`config.mk`:
```
export PLATFORM = sky130hd
export DESIGN_NAME = cfu_dispatch
export DESIGN_NICKNAME = d
export VERILOG_FILES = /design/src/rtl/cfu_dispatch.sv
export SDC_FILE = /design/constraint.sdc
export NUM_CORES = 1
export LEC_CHECK = 0
export BUFFER_PORTS_ARGS = -buffer_cell sky130_fd_sc_hd__buf_4
export CAP_MARGIN = 20
export CORE_AREA = 4 4 152 154
export DETAILED_ROUTE_END_ITERATION = 8
export DIE_AREA = 0 0 156 158
export PLACE_DENSITY = 0.63
export SLEW_MARGIN = 20
export SYNTH_ARGS = -nofsm -noshare
export SYNTH_HDL_FRONTEND = slang
export SYNTH_SLANG_ARGS = --single-unit
```
`constraint.sdc`:
```
create_clock -name clk -period 4.6 [get_ports clk]
set_input_delay 0.92 -clock clk [delete_from_list [all_inputs] [get_ports clk]]
set_output_delay 0.92 -clock clk [all_outputs]
set_load 0.03 [all_outputs]
```
`src/rtl/cfu_dispatch.sv`:
```
module cfu_dispatch #(
  parameter int NUNITS = 3,
  parameter int XLEN   = 32,
  parameter int CTXW   = 8,
  parameter int USTW   = 2
) (
  input  logic                     clk,
  input  logic                     rst_n,
  input  logic                     sel_we,
  input  logic [31:0]              sel_wdata,
  output logic [31:0]              sel_rdata,
  input  logic                     ins_valid,
  output logic                     ins_ready,
  input  logic [31:0]              ins_word,
  input  logic [XLEN-1:0]          ins_rs1,
  input  logic [XLEN-1:0]          ins_rs2,
  output logic                     res_valid,
  input  logic                     res_ready,
  output logic [XLEN-1:0]          res_data,
  output logic [USTW:0]            res_status,
  output logic [USTW:0]            cf_status,
  output logic [NUNITS-1:0]        u_req_valid,
  input  logic [NUNITS-1:0]        u_req_ready,
  output logic [CTXW-1:0]          u_req_ctx,
  output logic [9:0]               u_req_func,
  output logic [XLEN-1:0]          u_req_a,
  output logic [XLEN-1:0]          u_req_b,
  input  logic [NUNITS-1:0]        u_rsp_valid,
  output logic [NUNITS-1:0]        u_rsp_ready,
  input  logic [NUNITS*XLEN-1:0]   u_rsp_data,
  input  logic [NUNITS*USTW-1:0]   u_rsp_status
);
  localparam int UIDW = 8;
  localparam int STW  = USTW + 1;
  localparam logic [STW-1:0] BADSEL = STW'(1) << USTW;
  localparam logic [6:0] OPC_C0 = 7'b0001011;
  localparam logic [6:0] OPC_C1 = 7'b0101011;

  typedef enum logic [1:0] {S_IDLE, S_REQ, S_RSP, S_DONE} st_t;

  st_t             st;
  logic [31:0]     sel_q;
  logic [UIDW-1:0] unit_q;
  logic [CTXW-1:0] ctx_q;
  logic [9:0]      func_q;
  logic [XLEN-1:0] a_q, b_q, rd_q;
  logic [STW-1:0]  rs_q, stat_q;

  logic            is_custom, accept, in_range;
  logic            pick_valid;
  logic [XLEN-1:0] pick_data;
  logic [USTW-1:0] pick_stat;

  assign is_custom = (ins_word[6:0] == OPC_C0) || (ins_word[6:0] == OPC_C1);
  assign ins_ready = (st == S_IDLE);
  assign accept    = ins_valid && ins_ready;
  assign in_range  = sel_q[UIDW-1:0] < UIDW'(NUNITS);

  assign sel_rdata  = sel_q;
  assign res_valid  = (st == S_DONE);
  assign res_data   = rd_q;
  assign res_status = rs_q;
  assign cf_status  = stat_q;
  assign u_req_ctx  = ctx_q;
  assign u_req_func = func_q;
  assign u_req_a    = a_q;
  assign u_req_b    = b_q;

  for (genvar i = 0; i < NUNITS; i++) begin : g_route
    assign u_req_valid[i] = (st == S_REQ) && (unit_q == UIDW'(i));
    assign u_rsp_ready[i] = (st == S_RSP) && (unit_q == UIDW'(i));
  end

  always_comb begin
    pick_valid = 1'b0;
    pick_data  = '0;
    pick_stat  = '0;
    for (int i = 0; i < NUNITS; i++) begin
      if (unit_q == UIDW'(i)) begin
        pick_valid = u_rsp_valid[i];
        pick_data  = u_rsp_data[i*XLEN +: XLEN];
        pick_stat  = u_rsp_status[i*USTW +: USTW];
      end
    end
  end

  always_ff @(posedge clk) begin
    if (!rst_n) begin
      sel_q <= '0;
    end else if (sel_we) begin
      sel_q <= sel_wdata;
    end
  end

  always_ff @(posedge clk) begin
    if (!rst_n) begin
      st     <= S_IDLE;
      unit_q <= '0;
      ctx_q  <= '0;
      func_q <= '0;
      a_q    <= '0;
      b_q    <= '0;
      rd_q   <= '0;
      rs_q   <= '0;
      stat_q <= '0;
    end else begin
      case (st)
        S_IDLE: if (accept && is_custom) begin
          unit_q <= sel_q[UIDW-1:0];
          ctx_q  <= sel_q[UIDW +: CTXW];
          func_q <= {ins_word[31:25], ins_word[14:12]};
          a_q    <= ins_rs1;
          b_q    <= ins_rs2;
          if (in_range) begin
            st <= S_REQ;
          end else begin
            rd_q <= '0;
            rs_q <= BADSEL;
            st   <= S_DONE;
          end
        end
        S_REQ: if (|(u_req_valid & u_req_ready)) st <= S_RSP;
        S_RSP: if (pick_valid) begin
          rd_q <= pick_data;
          rs_q <= {1'b0, pick_stat};
          st   <= S_DONE;
        end
        S_DONE: if (res_ready) begin
          stat_q <= rs_q;
          st     <= S_IDLE;
        end
        default: st <= S_IDLE;
      endcase
    end
  end
endmodule

```
[Word level (Yosys, flattened, before mapping)]
Cells that the tools add are included.
Storage, ports and cells
  bits in registers: 162
  bits of input ports: 241
  output and inout bits: 160
  word-level logic and storage cells: 64
Operators by class
  order comparisons: 1
  equal/unequal tests: 12
  mux-type cells: 23
  bitwise operators: 1
  reduce and logical (&&, ||, !) cells: 17
Operator list (number)
  two-way mux 32 bit: 6
  case mux 32 bit (2 select lines): 1
  two-way mux 2 bit: 8
  two-way mux 3 bit: 3
  == test 8 x 1 -> 1 bit, second input constant: 1
  == test 8 x 2 -> 1 bit, second input constant: 1
  logical AND 1 bit: 8
  logical NOT 8 bit: 1
  < comparator 8 x 2 -> 1 bit, second input constant: 1
  case mux 2 bit (4 select lines): 1
  AND reduction 4 bit: 2
  == test 7 x 4 -> 1 bit, second input constant: 1
  == test 7 x 6 -> 1 bit, second input constant: 1
  inequality test 2 x 1 -> 1 bit, second input constant: 3
  case mux 3 bit (2 select lines): 1
  == test 2 bit, second input constant: 2
  inequality test 2 bit, second input constant: 2
  AND reduction 2 bit: 2
  AND 3 bit: 1
  two-way mux 1 bit: 3
  OR reduction 3 bit: 1
  == test 2 x 1 -> 1 bit, second input constant: 1
  logical NOT 2 bit: 1
  nonzero test 2 bit: 1
  logical OR 1 bit: 1

[Logic depth before layout (Yosys ltp)]
  depth in word-level cells: 6
  depth in mapped cells: 9
  gate-level depth less buffers: 7

[Worst setup path before layout]
OpenSTA, ideal clock, no wires.
  kind: register -> output
  start point: register unit_q[0]
  end point: output port u_req_valid[0]
  arrival time: 1688 ps
  required time: 3680 ps
  path slack: 1992 ps
  stages on the path, launching flop included: 4
  path buffers: 2
  path through: dfxtp_1 -> clkbuf_1 -> clkbuf_1 -> nor4_1
Between the ends
  longest elaborated chain between the ends: 2
RTL lines
  start: declaration: RTL line 43  | logic [UIDW-1:0] unit_q;
  start signal: assignment: RTL line 109  | unit_q <= sel_q[UIDW-1:0];
  logical NOT 8 bit: RTL line 70  | assign u_req_valid[i] = (st == S_REQ) && (unit_q == UIDW'(i));
  logical AND 1 bit: RTL line 70
  end: declaration: RTL line 22  | output logic [NUNITS-1:0] u_req_valid,
Every way passes these cells.

[Final worst setup path]
  start point: register unit_q[1]
  end point: register rd_q[25], in the netlist res_data[25]
Between the ends
  longest elaborated chain between the ends: 6
  elaborated cells on any way between the ends: 13
  classes of those cells: eq/ne: 3; mux: 8; reduce/logical: 2
RTL lines
  logical NOT 8 bit: RTL line 79  | if (unit_q == UIDW'(i)) begin
  two-way mux 1 bit / two-way mux 32 bit (equally long branches) (3 in a row): RTL line 79
  inequality test 2 bit (no line) / two-way mux 32 bit (equally long branches)
  AND reduction 4 bit (no line) / case mux 32 bit (2 select lines) (equally long branches)
  end signal: assignment: RTL line 124  | rd_q <= pick_data;
  end: declaration: RTL line 46  | logic [XLEN-1:0] a_q, b_q, rd_q;
Several ways; a longest one is shown, not always the timed one. The select of a mux whose other input is x is not followed.
A chain may end at the register's enable or synchronous reset.

==> out/summary.txt <==
Routed via count: 6,696
Clock Path Buffers: 2
Detailed placement HPWL: 17,540 um
Tot Pwr: 3672 uW
Die area: 0.02465 sq mm
Inserted Diodes: 0
Post-CTS Setup Bufs: 0
Max VDD drop: 0.0002323 V
CP max FO: 42
Syn nets: 1,073
Crit path time final: 2.906 ns
Mapped cell area: 0.007049 sq mm
Setup TNS: 0 ns
CP Data Required Time: 4.93 ns
Fin. max-slew vios: 0
Reg2reg path depth: 7
RSZ-0062 raised after global routing: false
Cts bufs inserted: 17
DR iter-0 viols: 351
Syn Area/Cell: 8.524 sq um
Vias in the first global route: 6,500
Critical path class: register to register
PortBufs: 384
H-tree Lvls: 4
Remaining antenna violation count after routing: 0
Synthesized flop and latch total: 162
CTS Hold Bufs: 0
Worst Max-Slew Pin Slew: 1.053 ns
Syn Inst Count: 827
Total core area: 0.02169 sq mm
GRT Total Usage: 17.90%
Clk_lat worst skew: 0.42 ns
Synth Warn #: 0
Largest area contributor in the synthesized netlist: dfxtp_1
Area grow syn2layout: 51.95%
Final Skew: 0.01221 ns
Ports: 401
Crit. End Element: register
Max_cap viols: 0
Gates resized, CTS repair: 0
Sequential share of the synthesized area: 46.01%
Synth area leaders: dfxtp_1 46%, nand2_1 15%, mux2i_1 14%, a21boi_0 9.9%, nor2b_1 3.0%
Fmax: 0.3441 GHz
Critical R2R Capture: res_data[25]
Clock transition at path regs: 0.07 ns
Tcrit/Tclk final: 63.17%
First drt pass iteration count: 5
Slowest CP cell: a211o_2
Slew headroom: 29.79%
Fin nets: 1,421
Chip width: 156 um
Initial antenna violation count: 0
CTS tree: built
Top-area cell type share of the netlist area: 46.01%
GP Congestion: 0.7855
Initial core utilization: 32.50%
R2R Path Start: unit_q[1]
Place WS: 1.281 ns
Remaining global-route overflow: 0
CP startpoint kind: register
Final hold viol count: 0
Hold depth: 2
Worst Hold Path EP: u_req_b[5]
Layout cells sized above 1: 36.23%
First-pass GRT wire length: 35,310 um
Number of core rows: 54
Drc violations: 0
Drt total wl: 23,720 um
Largest net degree at the start of global routing: 91
Chip height: 158 um
Worst Path Arrival: 3.24 ns
Hold_sp: u_req_b[5]
Root Buffer: clkbuf_16
Vias per cell: 4.564
Routed WL per cell: 16.17 um
Power density over the cells: 342.8 mW/mm^2
Slowest cell delay on critical path: 0.81 ns
Leakage: 0.004684 uW
Worst setup slack after layout: 1.694 ns
CTS Sinks: 162
Reg2reg setup slack: 1.69 ns
Final setup vio count: 0
Status: complete, no violations
Yosys cell types: 34
CP cell instances: buf_4 -> nor2b_2 -> buf_4 -> a2bb2oi_1 -> a221o_1 -> a211o_2 -> mux2i_1
Most frequent CP cell: buf_4
Hold Path Class: register to register
[metrics by stage]
stage	cell area (sq um)	utilization (%)	instances	hold slack, ns
2_1_floorplan	7049	-	827	0.4434
3_3_place_gp	10110	46.60	1436	0.4459
3_5_place_dp	10110	46.60	1436	0.4537
4_1_cts	10710	49.39	1467	0.4623
5_1_grt	10710	49.39	1467	0.4729
6_report	10710	49.39	1467	0.4599
[cells in the mapped netlist]
library cell / instances
a41oi_1: 1
inv_1: 8
o221a_2: 1
buf_2: 2
o21ai_0: 34
nor4b_2: 1
clkbuf_1: 50
o22ai_1: 1
nor4_1: 4
nand4b_1: 1
a221o_1: 2
a21boi_0: 93
nand2_1: 289
a21oi_1: 1
or2_2: 1
a2111oi_1: 1
ha_1: 5
mux2i_1: 101
or4b_1: 1
o31ai_1: 1
a211o_1: 1
mux2_2: 1
buf_6: 4
o311ai_0: 1
and3_1: 5
nor2b_1: 34
or4_1: 1
buf_1: 6
dfxtp_1: 162
a2bb2oi_1: 1
or3b_2: 1
nand3_1: 4
nor2_1: 7
nand4_1: 1
[layout make-up]
type,count,area [sq um]
fill,2167,10980
clock buffer,18,429.2
timing repair buffer,391,2960
multi-input combinational,595,3522
inverter,8,30.03
tap,280,350.3
sequential,162,3244
clock inverter,13,175.2
[flip-flops by register name, indices dropped and copies added (netlist names)]
register    count
cf_status       3
res_data       32
res_status      3
sel_rdata      32
st              2
u_req_a        32
u_req_b        32
u_req_ctx       8
u_req_func     10
unit_q          8
[layout by cell type, fill, tap and decap left out, types with 2 or more instances in the layout]
cell type	count
a21boi_0	93
a221o_1	2
and3_1	5
buf_12	2
buf_4	389
bufinv_16	3
clkbuf_16	17
clkinvlp_4	4
dfxtp_1	161
ha_1	5
inv_1	8
inv_6	5
mux2i_1	101
nand2_1	289
nand3_1	4
nor2_1	6
nor2b_1	33
nor4_1	4
o21ai_0	34
[report_power, final]
group	switching (uW)	total, uW	internal, uW
clock network	611	1480	865
logic	373	718	346
registers	29.7	1480	1450
total	1010	3670	2660
[kinds of logic after synthesis]
group / share of synthesized area, %
flip-flops: 46.01
buffers and inverters: 4.189
AO/OA/AOI/OAI: 13.67
multiplexers: 14.50
AND/OR/NAND/NOR: 20.75
adder cells (fa/ha/maj): 0.8875
[critical path, delay by kind of cell, from the launching register on]
family                 cells  cell delay [ns]
AO/OA/AOI/OAI              3             1.28
buffers and inverters      2             0.79
flip-flops                 1             0.33
multiplexers               1             0.28
AND/OR/NAND/NOR            1             0.08
[metal layers]
metal | vias up | track usage, % | part of all wire (%) | wire length, um
met3 | 20 | 4.647 | 6.3 | 1502
met5 | - | 0 | 0 | 0
met4 | 0 | 4.794 | 1.3 | 313
li1 | 3424 | - | - | -
met1 | 3050 | 22.09 | 43 | 10090
met2 | 202 | 31.04 | 50 | 11810
[worst max-delay path by stage]
stage / startpoint / to / depth (start not counted)
floorplan: unit_q[0] / u_req_valid[0] / 3
global placement: ins_word[2] / res_data[29] / 6
detailed placement: ins_word[2] / res_data[25] / 6
CTS: unit_q[1] / res_data[25] / 7
global route: unit_q[1] / res_data[20] / 7
finish: unit_q[1] / res_data[25] / 7
No activity file was read; power rests on OpenSTA's default activity.
